$ cat src/rtl/mptx_pkg.sv
package mptx_pkg;
  localparam int MAX_BITS = 8;
  localparam int LEN_W    = $clog2(MAX_BITS);

  typedef struct packed {
    logic [LEN_W-1:0] len_m1;
    logic             par_en;
    logic             par_even;
    logic             two_stop;
    logic             addr_mode;
  } frame_cfg_t;
endpackage

$ cat src/rtl/mptx_fifo.sv
module mptx_fifo #(
  parameter int W     = 8,
  parameter int DEPTH = 16,
  parameter int CNT_W = $clog2(DEPTH+1)
) (
  input  logic             clk_i,
  input  logic             rst_ni,
  input  logic             clr_i,
  input  logic             push_i,
  input  logic [W-1:0]     data_i,
  input  logic             pop_i,
  output logic [W-1:0]     data_o,
  output logic [CNT_W-1:0] cnt_o,
  output logic             full_o,
  output logic             empty_o
);
  localparam int PW = (DEPTH > 1) ? $clog2(DEPTH) : 1;

  logic [W-1:0]  mem [DEPTH];
  logic [PW-1:0] wr_ptr, rd_ptr;
  logic          push_ok, pop_ok;

  assign full_o  = (cnt_o == CNT_W'(DEPTH));
  assign empty_o = (cnt_o == '0);
  assign push_ok = push_i && !full_o;
  assign pop_ok  = pop_i && !empty_o;
  assign data_o  = mem[rd_ptr];

  function automatic logic [PW-1:0] nxt(input logic [PW-1:0] p);
    return (p == PW'(DEPTH-1)) ? '0 : p + PW'(1);
  endfunction

  always_ff @(posedge clk_i) begin
    if (push_ok) mem[wr_ptr] <= data_i;
  end

  always_ff @(posedge clk_i or negedge rst_ni) begin
    if (!rst_ni) begin
      wr_ptr <= '0;
      rd_ptr <= '0;
      cnt_o  <= '0;
    end else if (clr_i) begin
      wr_ptr <= '0;
      rd_ptr <= '0;
      cnt_o  <= '0;
    end else begin
      if (push_ok) wr_ptr <= nxt(wr_ptr);
      if (pop_ok)  rd_ptr <= nxt(rd_ptr);
      if (push_ok && !pop_ok)      cnt_o <= cnt_o + CNT_W'(1);
      else if (pop_ok && !push_ok) cnt_o <= cnt_o - CNT_W'(1);
    end
  end
endmodule

$ cat src/rtl/mptx_serializer.sv
module mptx_serializer
  import mptx_pkg::*;
#(
  parameter int GAP_BITS = 11,
  parameter int DLY_W    = 8
) (
  input  logic                clk_i,
  input  logic                rst_ni,
  input  logic                tick_i,
  input  frame_cfg_t          cfg_i,
  input  logic [DLY_W-1:0]    delay_i,
  input  logic                avail_i,
  input  logic [MAX_BITS-1:0] data_i,
  input  logic                wake_i,
  output logic                pop_o,
  output logic                tx_o,
  output logic                busy_o
);
  // start + data + address + parity + 2 stop
  localparam int FRM_W = MAX_BITS + 5;
  localparam int VEC_W = FRM_W + GAP_BITS;
  localparam int CW    = $clog2(VEC_W + 1);

  logic [VEC_W-1:0] shreg, vec;
  logic [CW-1:0]    bit_cnt, vec_len;
  logic [DLY_W-1:0] dly_cnt;
  logic             last, load;

  // whole frame, gap included, assembled from the FIFO head
  always_comb begin
    logic [CW-1:0] idx;
    logic          par;
    vec = '1;
    par = !cfg_i.par_even;
    idx = (!cfg_i.addr_mode && wake_i) ? CW'(GAP_BITS) : '0;
    vec[idx] = 1'b0;
    idx = idx + CW'(1);
    for (int i = 0; i < MAX_BITS; i++) begin
      if (i <= int'(cfg_i.len_m1)) begin
        vec[idx] = data_i[i];
        par      = par ^ data_i[i];
        idx      = idx + CW'(1);
      end
    end
    if (cfg_i.addr_mode) begin
      vec[idx] = wake_i;
      par      = par ^ wake_i;
      idx      = idx + CW'(1);
    end
    if (cfg_i.par_en) begin
      vec[idx] = par;
      idx      = idx + CW'(1);
    end
    vec_len = idx + (cfg_i.two_stop ? CW'(2) : CW'(1));
  end

  assign busy_o = (bit_cnt != '0);
  assign last   = (bit_cnt == CW'(1));
  assign load   = tick_i && avail_i &&
                  (busy_o ? (last && delay_i == '0) : (dly_cnt <= DLY_W'(1)));
  assign pop_o  = load;
  assign tx_o   = busy_o ? shreg[0] : 1'b1;

  always_ff @(posedge clk_i or negedge rst_ni) begin
    if (!rst_ni) begin
      shreg   <= '1;
      bit_cnt <= '0;
      dly_cnt <= '0;
    end else if (tick_i) begin
      if (load) begin
        shreg   <= vec;
        bit_cnt <= vec_len;
        dly_cnt <= '0;
      end else if (busy_o) begin
        shreg   <= {1'b1, shreg[VEC_W-1:1]};
        bit_cnt <= bit_cnt - CW'(1);
        if (last) dly_cnt <= delay_i;
      end else if (dly_cnt != '0) begin
        dly_cnt <= dly_cnt - DLY_W'(1);
      end
    end
  end
endmodule

$ cat src/rtl/mptx_lvl_irq.sv
module mptx_lvl_irq #(
  parameter int CNT_W = 5
) (
  input  logic             clk_i,
  input  logic             rst_ni,
  input  logic [CNT_W-1:0] cnt_i,
  input  logic [CNT_W-1:0] level_i,
  input  logic             en_i,
  input  logic             clr_i,
  output logic             flag_o,
  output logic             irq_o
);
  always_ff @(posedge clk_i or negedge rst_ni) begin
    if (!rst_ni)               flag_o <= 1'b0;
    else if (clr_i)            flag_o <= 1'b0;
    else if (cnt_i == level_i) flag_o <= 1'b1;
  end

  assign irq_o = flag_o && en_i;
endmodule

$ cat src/rtl/mptx_top.sv
module mptx_top
  import mptx_pkg::*;
#(
  parameter int DEPTH    = 16,
  parameter int GAP_BITS = 11,
  parameter int DLY_W    = 8,
  parameter int CNT_W    = $clog2(DEPTH+1)
) (
  input  logic                clk_i,
  input  logic                rst_ni,
  input  logic                bit_tick_i,
  input  logic                wr_en_i,
  input  logic [MAX_BITS-1:0] wr_data_i,
  input  logic                fifo_rst_i,
  input  logic [LEN_W-1:0]    char_len_i,
  input  logic                parity_en_i,
  input  logic                parity_even_i,
  input  logic                two_stop_i,
  input  logic                addr_mode_i,
  input  logic                wake_set_i,
  input  logic [DLY_W-1:0]    delay_i,
  input  logic [CNT_W-1:0]    int_level_i,
  input  logic                int_en_i,
  input  logic                int_clr_i,
  output logic                tx_o,
  output logic                tx_ready_o,
  output logic                tx_empty_o,
  output logic [CNT_W-1:0]    fifo_cnt_o,
  output logic                int_flag_o,
  output logic                irq_o,
  output logic                wake_pend_o
);
  frame_cfg_t          cfg;
  logic [MAX_BITS-1:0] head;
  logic                pop, full, empty, busy;

  assign cfg = '{len_m1: char_len_i, par_en: parity_en_i, par_even: parity_even_i,
                 two_stop: two_stop_i, addr_mode: addr_mode_i};

  mptx_fifo #(.W(MAX_BITS), .DEPTH(DEPTH), .CNT_W(CNT_W)) u_fifo (
    .clk_i, .rst_ni, .clr_i(fifo_rst_i), .push_i(wr_en_i), .data_i(wr_data_i),
    .pop_i(pop), .data_o(head), .cnt_o(fifo_cnt_o), .full_o(full), .empty_o(empty)
  );

  mptx_serializer #(.GAP_BITS(GAP_BITS), .DLY_W(DLY_W)) u_ser (
    .clk_i, .rst_ni, .tick_i(bit_tick_i), .cfg_i(cfg), .delay_i,
    .avail_i(!empty), .data_i(head), .wake_i(wake_pend_o),
    .pop_o(pop), .tx_o, .busy_o(busy)
  );

  mptx_lvl_irq #(.CNT_W(CNT_W)) u_irq (
    .clk_i, .rst_ni, .cnt_i(fifo_cnt_o), .level_i(int_level_i),
    .en_i(int_en_i), .clr_i(int_clr_i), .flag_o(int_flag_o), .irq_o
  );

  // a new request wins over consumption in the same cycle
  always_ff @(posedge clk_i or negedge rst_ni) begin
    if (!rst_ni)         wake_pend_o <= 1'b0;
    else if (wake_set_i) wake_pend_o <= 1'b1;
    else if (pop)        wake_pend_o <= 1'b0;
  end

  assign tx_ready_o = !full;
  assign tx_empty_o = empty && !busy;
endmodule

$ cat config.mk
export PLATFORM = sky130hd
export DESIGN_NAME = mptx_top
export DESIGN_NICKNAME = d
export VERILOG_FILES = /design/src/rtl/mptx_pkg.sv /design/src/rtl/mptx_fifo.sv /design/src/rtl/mptx_serializer.sv /design/src/rtl/mptx_lvl_irq.sv /design/src/rtl/mptx_top.sv
export SDC_FILE = /design/constraint.sdc
export NUM_CORES = 1
export LEC_CHECK = 0
export BUFFER_PORTS_ARGS = -buffer_cell sky130_fd_sc_hd__buf_2
export CORE_ASPECT_RATIO = 1.2
export CORE_UTILIZATION = 50
export CTS_CLUSTER_SIZE = 10
export DETAILED_ROUTE_END_ITERATION = 10
export PLACE_DENSITY = 0.69
export SLEW_MARGIN = 20
export SYNTH_ARGS = -nofsm -noshare
export SYNTH_HDL_FRONTEND = slang
export SYNTH_SLANG_ARGS = --single-unit
export TNS_END_PERCENT = 100
$ cat constraint.sdc
create_clock -name clk_i -period 7 [get_ports clk_i]
set_input_delay 1.75 -clock clk_i [delete_from_list [all_inputs] [get_ports clk_i]]
set_output_delay 1.75 -clock clk_i [all_outputs]
set_load 0.01 [all_outputs]
=== Word level (Yosys, flattened, before mapping) ===
Memories as Yosys holds them, arrays and structs flattened.
Index checks and enable logic that the tools add are counted.

* Flip-flop bits (word level): 52
* RAM bits: 128
* Bits of input ports: 36
* Output and inout port bits: 11
* Word-level logic and storage cells: 199
* Memories: 1

{| class="wikitable"
|+ Memory list
! name !! words !! width !! rd ports !! clocked after memory_dff !! write ports !! line !! source
|-
| u_fifo.mem || 16 || 8 || 1 || 0 || 1 || mptx_fifo.sv:19 || <nowiki>logic [W-1:0] mem [DEPTH];</nowiki>
|}

* $add $sub $neg: 18
* Order comparisons: 30
* Equality and inequality tests: 6
* Mux-type cells: 85
* Bitwise logic cells: 10
* Reduce and logical (&&, ||, !) cells: 41

{| class="wikitable"
|+ Operators with widths
! cell !! count
|-
| $mux W24 || 11
|-
| $bwmux W24 || 10
|-
| $mux W5 || 14
|-
| $lt A5 B6 Y1 const B || 11
|-
| $add A5 B1 Y5 const B || 12
|-
| $demux W1 S5 || 11
|-
| $ge A5 B1 Y1 const B || 11
|-
| $mux W8 || 4
|-
| $mux W4 || 7
|-
| $mux W1 || 27
|-
| $not A24 Y24 || 1
|-
| $logic_and A1 B1 Y1 || 21
|-
| $le A3 B3 Y1 const A || 4
|-
| $reduce_bool A2 Y1 || 5
|-
| $sub A5 B1 Y5 const B || 2
|-
| $xor A1 B1 Y1 || 9
|-
| $add A4 B1 Y4 const B || 2
|-
| $eq A4 B4 Y1 const B || 2
|-
| $le A8 B1 Y1 const B || 1
|-
| $logic_not A8 Y1 || 1
|-
| $reduce_bool A8 Y1 || 1
|-
| $sub A8 B1 Y8 const B || 1
|-
| $logic_not A1 Y1 || 7
|-
| $le A2 B3 Y1 const A || 2
|-
| 12 further kinds || 13
|}

=== Longest topological paths before layout ===
Gate-level depths: netlist (run 1).

* Depth in word-level cells: 28
* Depth in mapped cells: 37

=== Cells and area by module ===
A second synthesis (run 1) with hierarchy kept.

* Cells, all modules: 1162
* Area, all modules: 12224.2 um^2

{| class="wikitable"
|+ By module, submodules not included
! module !! times used !! cells an instance !! area each (um^2) !! seq. area each (um^2)
|-
| mptx_serializer || 1 || 847 || 6143.4 || 955.9
|-
| mptx_fifo || 1 || 299 || 5930.7 || 4169.0
|-
| mptx_lvl_irq || 1 || 10 || 102.6 || 25.0
|-
| mptx_top || 1 || 6 || 47.5 || 25.0
|}

=== Least setup slack after synthesis (run 1) ===
Ideal clock, no wire load.

* Path type: input port to flip-flop
* Start: input port char_len_i[1]
* End: register u_ser.bit_cnt[3]
* Library setup time: 0.139 ns
* Arrival: 8.280 ns
* Data required time: 6.861 ns
* Setup slack: -1.418 ns
* Cell stages on the path: 34
* Path buffers: 4
* Cells stage by stage: buf_6 buf_2 buf_2 or3_1 fa_1 buf_6 xnor2_1 ha_1 inv_1 a21oi_1 ha_1 mux2i_1 a21o_1 ha_1 nor2_1 a21oi_1 ha_1 mux4_2 nand2_1 o21a_1 ha_1 nand2_1 o21ai_0 inv_1 ha_1 a21o_1 ha_1 a21oi_1 nor2_1 o211ai_1 o311ai_0 xnor2_1 o21ai_0 a22oi_1

* Word-level cells in the longest chain between the ends: 20
* Elaborated cells between the ends (all ways): 26

{| class="wikitable"
|+ Ends and longest elaborated chain
! item !! line !! source
|-
| start, declared || mptx_top.sv:15 || <nowiki>input logic [LEN_W-1:0] char_len_i,</nowiki>
|-
| $le A1 B3 Y1 || mptx_serializer.sv:39 || <nowiki>if (i <= int'(cfg_i.len_m1)) begin</nowiki>
|-
| $mux W5 || mptx_serializer.sv:39 ||
|-
| $add A5 B1 Y5 || mptx_serializer.sv:42 || <nowiki>idx = idx + CW'(1);</nowiki>
|-
| $mux W5 || mptx_serializer.sv:39 ||
|-
| $add A5 B1 Y5 || mptx_serializer.sv:42 ||
|-
| $mux W5 || mptx_serializer.sv:39 ||
|-
| $add A5 B1 Y5 || mptx_serializer.sv:42 ||
|-
| $mux W5 || mptx_serializer.sv:39 ||
|-
| (+4 left out) || - ||
|-
| $add A5 B1 Y5 || mptx_serializer.sv:42 ||
|-
| $mux W5 (*) || mptx_serializer.sv:39 ||
|-
| $add A5 B1 Y5 || mptx_serializer.sv:48 || <nowiki>idx = idx + CW'(1);</nowiki>
|-
| $mux W5 (*) || mptx_serializer.sv:45 || <nowiki>if (cfg_i.addr_mode) begin</nowiki>
|-
| $add A5 B1 Y5 || mptx_serializer.sv:52 || <nowiki>idx = idx + CW'(1);</nowiki>
|-
| $mux W5 (*) || mptx_serializer.sv:50 || <nowiki>if (cfg_i.par_en) begin</nowiki>
|-
| $add A5 B5 Y5 (*) || mptx_serializer.sv:54 || <nowiki>vec_len = idx + (cfg_i.two_stop ? CW'(2) : CW'(1));</nowiki>
|-
| $mux W5 (*) || mptx_serializer.sv:70 || <nowiki>if (load) begin</nowiki>
|-
| end signal, assigned || mptx_serializer.sv:72 || <nowiki>bit_cnt <= vec_len;</nowiki>
|-
| end signal, assigned || mptx_serializer.sv:76 || <nowiki>bit_cnt <= bit_cnt - CW'(1);</nowiki>
|-
| end, declared || mptx_serializer.sv:25 || <nowiki>logic [CW-1:0] bit_cnt, vec_len;</nowiki>
|}

Every way passes the cells marked *; elsewhere a longest branch is shown, timed or not.
A chain may end at the register's enable or synchronous reset.

=== Final worst setup path (run 1) ===
* Start: input port char_len_i[0]
* End: register u_ser.bit_cnt[3]

The elaborated chain is that of the path after synthesis.

==> impl_metrics.csv, run 1 <==
group,metric,value,unit
outcome,status,"complete, but fails checks",
outcome,violations,"setup timing",
critical_path,slowest_delay,0.60,ns
synth,syn_avg_cell_area,9.70,um2
synth,synth_top_family_by_area,"compound AO/OA/AOI/OAI gates",
critical_path,cp_slowest_cell,"fa_2",
flow_run,max_cap_violations,0,
cts,cts_root_buffer,"clkbuf_16",
placed_design,preCtsSetupSlack,-0.635,ns
layout,diodes,0,
grt,grt_pass1_wl,58500,um
route,remaining_drc_errors,0,
placed_design,port_buffers,46,
synth,netlist_top_cells_area,"edfxtp_1, dfrtp_1, mux4_2",
synth,synthFlopType,"edfxtp_1",
cts,clk_latency,0.46,ns
power_and_ir_drop,peakVddDrop,0.214,mV
grt,grt_max_degree,53,
timing,finalSetupViolCount,4,
route,first_pass_iters,6,
timing,setup-tns-final,-0.152,ns
die,dieArea,25900,um2
power_and_ir_drop,leakage,5.44,nW
layout,nets,1505,
critical_path,worstPathArrival,7.39,ns
placed_design,post-dp-hpwl,27100,um
cts,cts_hold_buf,0,
cts,cts_tree,"built",
layout,finish.utilization,59.8,%
synth,synthXorXnorAreaFrac,3.31,%
route,post_drt_via_cell_ratio,6.35,
timing,layout_setup_ws,-0.0897,ns
route,ant_nets,0,
power_and_ir_drop,pwr_density_cell,278,nW/um2
cts,clk_pin_slew,0.08,ns
synth,syn_area,12600,um2
layout,drive_above_1_share,24.5,%
synth,synth_compound_area_share,20.2,%
layout,final_cell_mix,"buf_4, nor2_1, edfxtp_1",
synth,synth_top_area_cell,"edfxtp_1",
grt,grt_overflow,0,
grt,antenna_found_initial,0,
layout,final_common_cell,"buf_4",
synth,synth_nets,1385,
grt,grt.total_usage,29.3,%
route,vias,11163,
critical_path,endpoint_kind,"register",
die,die_w,147,um
route,drt_wl_total,37100,um
layout,synthToLayoutAreaGrowth,17.3,%
critical_path,worstSetupPathType,"in -> reg",
cts,cts_sinks,180,
timing,min_period,7.09,ns
synth,synthSimpleGateAreaFrac,18.3,%
synth,netlist_instances,1301,
synth,synth_top_cell_area_share,30.4,%
timing,worst_slew_pin_slew,0.925,ns
route,drtIter0Drc,903,
cts,cts_buffers,17,
synth,synth_warnings,0,
layout,multiInputGateArea,7200,um2
die,ios,47,
synth,synth_cell_type_count,93,
timing,min_period_over_period,101,%
timing,final-max-slew-violation-count,0,
cts,clock_path_buffers,2,
timing,max_freq,141,MHz
die,die-height,176,um
timing,skew,0.0289,ns
critical_path,startpoint_type,"input pin",
grt,grt_pass1_vias,10825,
timing,slew-limit-headroom,38.3,%
critical_path,critPathRequiredTime,7.30,ns
die,start_util,51.0,%
die,coreArea,24800,um2
synth,synth_edf_count,128,
route,wl_per_cell,21.1,um
critical_path,cpMostUsedCell,"ha_4",
timing,rsz0062_at_grt,"yes",
synth,async_reset_ff_share,28.9,%
worst_hold_path,hold_class,"reg -> reg",
layout,fillers,2148,
die,num_rows,63,
cts,htreeDepth,4,
layout,regArea,5180,um2
placed_design,gp_congestion,0.962,
critical_path,worstPathMaxFanout,3,
timing,hold_viol,0,
synth,synth_seq_area_share,41.0,%
synth,synth-seq-cells,180,
synth,synthMuxAreaShare,8.19,%
synth,synthAdderAreaFrac,4.94,%
-- per-stage QoR --
stage / total power [mW] / instances / hold slack (ns) / cell area, um2
3_5_place_dp: 3.03 / 1711 / 0.503 / 13900
3_3_place_gp: 3.01 / 1711 / 0.479 / 13900
5_1_grt: 4.33 / 1759 / 0.564 / 14800
4_1_cts: 4.03 / 1752 / 0.521 / 14600
6_report: 4.12 / 1759 / 0.520 / 14800
2_1_floorplan: 2.44 / 1301 / 0.463 / 12800
-- where the power goes --
group	internal (mW)	switching [mW]	total (mW)
Combinational	0.734	1.01	1.74
Clock	0.486	0.491	0.977
Sequential	1.31	0.0956	1.40
-- sequential cells by signal, summed over array words and instances, names as in the netlist --
signal,flops
u_ser.dly_cnt,8
wake_pend_o,1
u_fifo.cnt_o,5
u_fifo.wr_ptr,4
u_irq.flag_o,1
u_fifo.rd_ptr,4
u_fifo.mem,128
u_ser.shreg,24
u_ser.bit_cnt,5
-- synthesized netlist by cell type, types with 10 or more instances --
cell type,number
nor2_1,138
edfxtp_1,128
nand2_1,122
o21ai_0,70
a21oi_1,64
clkbuf_1,48
nand3_1,47
ha_1,45
nor3_1,40
and2_1,35
inv_1,33
xnor2_1,33
mux4_2,30
mux2i_1,29
dfrtp_1,28
a22oi_1,24
dfstp_2,24
a31oi_1,21
buf_2,21
a221oi_1,17
a22o_1,17
a211oi_1,16
o211ai_1,14
or3_1,14
o22ai_1,13
and3_1,12
a21o_1,11
nand4_1,11
xor2_1,11
o21ai_1,10
-- area by class of cell --
class,instances,area share [%]
timing repair buffer,184,8.66
sequential,180,35.0
clock inverter,15,1.23
inverter,36,0.930
tap,325,2.75
clock buffer,17,2.87
multi-input combinational,1002,48.6
-- worst paths after layout --
check / startpoint / end / slack, ns / cells past startpoint
max: char_len_i[0] / u_ser.bit_cnt[3] / -0.09 / 31
min: u_ser.shreg[23] / u_ser.shreg[23] / 0.52 / 2
max reg2reg: wake_pend_o / u_ser.bit_cnt[3] / 0.86 / 31
min reg2reg: u_ser.shreg[23] / u_ser.shreg[23] / 0.52 / 2
max in group asynchronous: rst_ni / u_fifo.rd_ptr[0] / 5.10 / 2
min in group asynchronous: rst_ni / u_ser.bit_cnt[4] / 1.41 / 2
-- metal layers --
layer	global-route usage, %	wire [um]	vias up
li1	-	-	5191
met1	37.7	15500	5438
met2	49.1	18200	436
met3	3.80	1920	98
met4	13.8	1490	0
met5	0	0	-
-- kinds of logic after synthesis --
logic type,Yosys count
adder cells (fa/ha/maj),48
AND/OR/NAND/NOR,476
XOR/XNOR,46
AO/OA/AOI/OAI,368
multiplexers,64
buffers and inverters,119
flip-flops,180
-- what timing repair did --
action | 4_1_cts | 5_1_grt
resized for setup | 6 | 36
buffers inserted | 9 | 7
endpoints found under the setup margin | 1 | 18
pin swaps | 14 | 27
-- worst max-delay path: cells and delay by family --
| kind | cells | cell delay [ns] |
|---|---|---|
| AO/OA/AOI/OAI | 11 | 1.56 |
| XOR/XNOR | 2 | 0.29 |
| adder cells (fa/ha/maj) | 8 | 2.35 |
| buffers and inverters | 3 | 0.24 |
| multiplexers | 2 | 0.52 |
| AND/OR/NAND/NOR | 5 | 0.65 |
Note: power is estimated with default switching activity, not from simulation.
==> run 2: changes to the inputs <==
BUFFER_PORTS_ARGS = -buffer_cell sky130_fd_sc_hd__clkbuf_2   (was -buffer_cell sky130_fd_sc_hd__buf_2)
PLACE_DENSITY = unset   (was 0.69)
PLACE_DENSITY_LB_ADDON = 0.1   (was unset)
==> run 2 against run 1 <==
  * The run still ends with setup timing left
  * Critical path depth is the same
  * Setup slack lost 0.012 ns
  * Combinational power is essentially flat
  * Die area is the same
  * Critical path type unchanged
  * Critical endpoint unchanged
  * Highest routed layer unchanged
==> impl_metrics.csv, run 2 (synthesis gave the netlist of run 1 again) <==
group,metric,value,unit
outcome,status,"complete, but fails checks",
outcome,violations,"setup timing",
grt,grt_pass1_wl,58200,um
cts,clk_latency,0.44,ns
route,drtIter0Drc,1180,
layout,fillers,2177,
placed_design,gp_congestion,0.920,
critical_path,cp_slowest_cell,"fa_2",
grt,grt_pass1_vias,10595,
critical_path,endpoint_kind,"register",
critical_path,worstPathArrival,7.41,ns
route,ant_nets,0,
power_and_ir_drop,leakage,5.46,nW
grt,grt_max_degree,53,
critical_path,worstSetupStartpoint,"char_len_i[1]",
flow_run,max_cap_violations,0,
route,drt_wl_total,36900,um
layout,diodes,0,
timing,max_freq,141,MHz
critical_path,rr_worst_depth,31,
die,num_rows,63,
cts,cts_buffers,17,
timing,finalSetupViolCount,2,
placed_design,post-dp-hpwl,27200,um
placed_design,port_buffers,46,
timing,min_period_over_period,101,%
layout,largest_registers,"u_fifo.mem x128, u_ser.shreg x24, u_ser.dly_cnt x8",
critical_path,r2r_setup_slack,0.92,ns
worst_hold_path,hold_class,"reg -> reg",
placed_design,dp_cells,1722,
layout,finish.utilization,59.6,%
layout,fin_cells,1769,
power_and_ir_drop,peakVddDrop,0.198,mV
placed_design,preCtsSetupSlack,-0.587,ns
timing,skew,0.0203,ns
cts,cts_sinks,180,
critical_path,endpoint,"u_ser.bit_cnt[3]",
timing,hold_viol,0,
critical_path,startpoint_type,"input pin",
layout,final_cell_mix,"buf_4, nor2_1, edfxtp_1",
timing,layout_setup_ws,-0.102,ns
layout,final_common_cell,"buf_4",
layout,drive_above_1_share,24.0,%
die,die_w,147,um
route,remaining_drc_errors,0,
layout,regMostFlops,"u_fifo.mem",
route,first_pass_iters,5,
timing,rsz0062_at_grt,"yes",
cts,cts_root_buffer,"clkbuf_16",
cts,clock_path_buffers,2,
grt,antenna_found_initial,0,
die,ios,47,
grt,grt_overflow,0,
critical_path,worstPathMaxFanout,4,
timing,hold_ws,0.512,ns
cts,clk_pin_slew,0.08,ns
route,vias,11149,
critical_path,critPathRequiredTime,7.31,ns
cts,cts_hold_buf,0,
timing,final-max-slew-violation-count,0,
die,die-height,176,um
die,dieArea,25900,um2
cts,cts_tree,"built",
layout,nets,1515,
critical_path,slowest_delay,0.61,ns
layout,synthToLayoutAreaGrowth,16.9,%
critical_path,r2r_end,"u_ser.bit_cnt[3]",
power_and_ir_drop,power,4.04,mW
timing,min_period,7.10,ns
critical_path,worstReg2RegStart,"wake_pend_o",
power_and_ir_drop,pwr_density_cell,274,nW/um2
route,post_drt_via_cell_ratio,6.30,
layout,largest_register_ff_count,128,
die,start_util,51.0,%
die,coreArea,24800,um2
critical_path,cpMostUsedCell,"ha_1",
grt,grt.total_usage,29.0,%
cts,htreeDepth,4,
route,wl_per_cell,20.9,um
critical_path,worstSetupPathType,"in -> reg",
timing,worst_slew_pin_slew,0.905,ns
timing,slew-limit-headroom,39.5,%
==> run 2: what timing repair did <==
item                       CTS  global route
buffers inserted            14             3
pin swaps                   14            18
setup endpoints to repair    1            21
gates resized for setup      2            22
hold endpoints to repair     0             0
==> run 2: worst min-delay path by stage <==
stage | from | to | cells past startpoint
after global routing | u_ser.shreg[23] | u_ser.shreg[23] | 2
after detailed placement | u_ser.shreg[23] | u_ser.shreg[23] | 2
final | u_ser.shreg[23] | u_ser.shreg[23] | 2
after global placement | u_ser.dly_cnt[6] | u_ser.dly_cnt[6] | 2
after floorplan | u_ser.dly_cnt[6] | u_ser.dly_cnt[6] | 2
after CTS | u_ser.shreg[23] | u_ser.shreg[23] | 2
==> run 2: power breakdown <==
| part | internal, mW | leakage [nW] | switching [mW] |
|---|---|---|---|
| combinational | 0.740 | 3.43 | 0.989 |
| clock | 0.473 | 0.267 | 0.441 |
| sequential | 1.31 | 1.76 | 0.0928 |
==> run 2: metal layers <==
metal | track usage [%] | routed length, um
met2 | 48.8 | 18200
met4 | 10.1 | 973
met1 | 38.6 | 15800
met3 | 3.44 | 1980
met5 | 0 | 0
==> run 2: stage by stage <==
step	cell area [um2]	TNS, ns
2_1_floorplan	12800	-2.84
3_3_place_gp	14000	-1.70
3_5_place_dp	14000	-3.04
4_1_cts	14700	-0.0642
5_1_grt	14800	-1.22
6_report	14800	-0.159
==> run 2: worst max-delay path: cells and delay by family <==
family | cells | cell delay (ns)
xor gates and xnor gates | 2 | 0.24
adders and majority gates | 8 | 2.38
muxes | 2 | 0.62
buffers and inverters | 3 | 0.22
and+or+nand+nor | 5 | 0.71
AOI/OAI and AO/OA | 11 | 1.51
==> run 2: layout make-up <==
cell class,count,area (um2),area share [%]
multi-input cells,1002,7120,48.2
flip-flops and latches,180,5180,35.1
repair buffers,194,1360,9.18
clock buffers,19,433,2.93
well taps,325,407,2.76
inverters,36,135,0.916
clock inverters,13,130,0.882
==> run 3: changes to the inputs <==
MAX_ROUTING_LAYER = met4   (was unset)
SYNTH_HIERARCHICAL = 1   (was unset)
==> run 3 against run 2 <==
  * The run now ends clean
  * Worst hold slack lost 0.0069 ns
  * Non-clock buffer count shrank 42
  * Sequential cell count is the same
  * Clock power grew 7.2%
  * Largest cell class unchanged
  * Utilization shrank 0.68 points
  * Setup slack gained 0.28 ns
  * Synthesized area shrank 3.2%
  * Largest power group unchanged
  * Power shrank 1.6%
  * Critical path depth shrank 2
==> impl_metrics.csv, run 3 <==
group,metric,value,unit
timing,slew-limit-headroom,30.0,%
synth,synth_most_common_cell,"edfxtp_1",
layout,largest_registers,"u_fifo/mem x128, u_ser/shreg x24, u_ser/dly_cnt x8",
critical_path,cpMostUsedCell,"ha_4",
timing,skew,0.0152,ns
route,drt_wl_total,34000,um
layout,synthToLayoutAreaGrowth,15.6,%
layout,fillers,2055,
cts,cts_root_buffer,"clkbuf_16",
timing,finalSetupViolCount,0,
power_and_ir_drop,pwr_density_cell,281,nW/um2
die,die-height,173,um
layout,multiInputGateArea,6750,um2
layout,diodes,0,
cts,clk_latency,0.42,ns
synth,synth_top_cell_area_share,31.4,%
route,remaining_drc_errors,0,
critical_path,cp_slowest_cell,"or3_4",
placed_design,gp_congestion,0.910,
critical_path,r2r_setup_slack,1.02,ns
route,post_drt_via_cell_ratio,6.30,
grt,grt_overflow,0,
layout,design_area,14100,um2
synth,synth_warnings,6,
flow_run,max_cap_violations,0,
worst_hold_path,hold_class,"reg -> reg",
cts,clk_pin_slew,0.08,ns
synth,synth-seq-cells,180,
critical_path,worstSetupPathType,"in -> reg",
synth,synth_edf_count,128,
placed_design,post-dp-hpwl,24300,um
layout,nets,1341,
layout,finish.utilization,58.9,%
power_and_ir_drop,power,3.98,mW
route,drtIter0Drc,757,
critical_path,worstPathArrival,7.14,ns
synth,syn_avg_cell_area,10.5,um2
grt,grt_max_degree,53,
placed_design,place_area,13500,um2
die,start_util,51.0,%
layout,final_cell_mix,"edfxtp_1, buf_4, nor2_1",
die,die_w,145,um
synth,synth_top_area_cell,"edfxtp_1",
critical_path,endpoint,"u_ser/bit_cnt[4]",
placed_design,dp_cells,1555,
die,dieArea,25100,um2
timing,min_period_over_period,97.5,%
layout,largest_register_ff_count,128,
synth,synth_nets,1245,
layout,regMostFlops,"u_fifo/mem",
route,vias,10028,
synth,netlist_top_cells_area,"edfxtp_1, dfrtp_1, dfstp_2",
grt,antenna_found_initial,0,
synth,netlist_instances,1162,
critical_path,startpoint_type,"input pin",
synth,syn_area,12200,um2
cts,cts_tree,"built",
critical_path,worstReg2RegStart,"wake_pend_o",
grt,grt.total_usage,28.8,%
critical_path,endpoint_kind,"register",
die,num_rows,62,
timing,rsz0062_at_grt,"yes",
grt,grt_pass1_wl,53300,um
die,ios,47,
critical_path,critPathRequiredTime,7.32,ns
grt,grt_pass1_vias,9778,
layout,regArea,5180,um2
power_and_ir_drop,leakage,5.29,nW
critical_path,r2r_end,"u_ser/bit_cnt[4]",
synth,async_reset_ff_share,28.9,%
cts,htreeDepth,4,
timing,max_freq,146,MHz
critical_path,rr_worst_depth,31,
critical_path,worstPathMaxFanout,3,
route,ant_nets,0,
timing,hold_viol,0,
synth,synthTopCellsByCount,"edfxtp_1, nor2_1, nand2_1, nand3_1, clkbuf_1",
synth,synth_cell_type_count,96,
timing,min_period,6.83,ns
route,first_pass_iters,7,
power_and_ir_drop,peakVddDrop,0.207,mV
synth,synth_seq_area_share,42.3,%
synth,synthFlopType,"edfxtp_1",
layout,drive_above_1_share,24.0,%
critical_path,worstSetupStartpoint,"char_len_i[1]",
timing,final-max-slew-violation-count,0,
die,coreArea,24000,um2
placed_design,port_buffers,46,
cts,cts_buffers,17,
outcome,status,"completed",
cts,cts_sinks,180,
route,wl_per_cell,21.3,um
layout,fin_cells,1591,
cts,clock_path_buffers,2,
critical_path,slowest_delay,0.42,ns
timing,worst_slew_pin_slew,1.05,ns
layout,final_common_cell,"edfxtp_1",
[run 3: cell count changes after synthesis, moves of 13 or more]
cell / previous run / this run
and2_1: 35 / 7
a22o_1: 17 / 1
a22oi_1: 24 / 7
nand3_1: 47 / 62
a211oi_1: 16 / 2
and3_1: 12 / 25
o211ai_1: 14 / 27
o21ai_0: 70 / 41
a21oi_1: 64 / 48
mux4_1: 0 / 18
nand2_1: 122 / 97
nor2_1: 138 / 104
[run 3: repair_timing]
action | in CTS | in global routing
gates resized for setup | 0 | 4
setup endpoints to repair | 0 | 5
buffers inserted | 0 | 4
hold buffers | 0 | 0
[run 3: worst max-delay path, delay by kind of cell]
family / cells / cell delay [ns]
multiplexers: 3 / 0.51
adder cells (fa/ha/maj): 9 / 2.59
XOR/XNOR: 2 / 0.23
AND/OR/NAND/NOR: 4 / 0.59
buffers and inverters: 3 / 0.19
AO/OA/AOI/OAI: 8 / 1.30
[run 3: final cells by class]
class                           count  share of cell area [%]
Sequential cell                   180                    36.6
Clock inverter                     15                    1.29
Timing Repair Buffer              152                    7.44
Tap cell                          320                    2.83
Clock buffer                       17                    3.01
Inverter                           37                    1.00
Multi-Input combinational cell    870                    47.8
[run 3: metal layers]
metal	part of all wire (%)	global-route usage [%]
met4	2.7	9.74
met5	0	-
met2	50	46.8
met3	4.2	3.70
met1	43	37.2
[run 3: how the worst min path moves through the flow]
stage | start | depth (start not counted) | end
after floorplan | u_ser/dly_cnt[7] | 2 | u_ser/dly_cnt[7]
after global placement | u_ser/dly_cnt[7] | 2 | u_ser/dly_cnt[7]
after detailed placement | u_ser/dly_cnt[7] | 2 | u_ser/dly_cnt[7]
after CTS | u_ser/dly_cnt[7] | 2 | u_ser/dly_cnt[7]
after global routing | u_ser/dly_cnt[7] | 2 | u_ser/dly_cnt[7]
final | u_ser/dly_cnt[7] | 2 | u_ser/dly_cnt[7]
[run 3: cells by family (layout without fill, tap and decap cells)]
group           Yosys count  after routing  synth area share [%]
xor+xnor                 45             45                  3.79
fa+ha+maj                50             50                  5.18
flops                   180            180                  42.3
compound gates          262            262                  15.2
mux                      88             88                  12.0
simple gates            425            425                  17.3
buf+inv                 112            221                  4.26
[run 3: report_power, final]
| part | total [mW] | internal, mW | switching, mW |
|---|---|---|---|
| sequential | 1.40 | 1.30 | 0.0951 |
| combinational | 1.60 | 0.655 | 0.942 |
| clock | 0.980 | 0.517 | 0.463 |
[run 3: per-stage QoR]
| stage | worst slack [ns] | hold slack, ns | setup TNS (ns) |
|---|---|---|---|
| after floorplan | -0.595 | 0.463 | -7.52 |
| after global placement | -0.242 | 0.485 | -1.36 |
| after detailed placement | -0.311 | 0.491 | -2.57 |
| after CTS | 0.103 | 0.509 | 0 |
| after global routing | -0.0322 | 0.537 | -0.0348 |
| final | 0.174 | 0.505 | 0 |
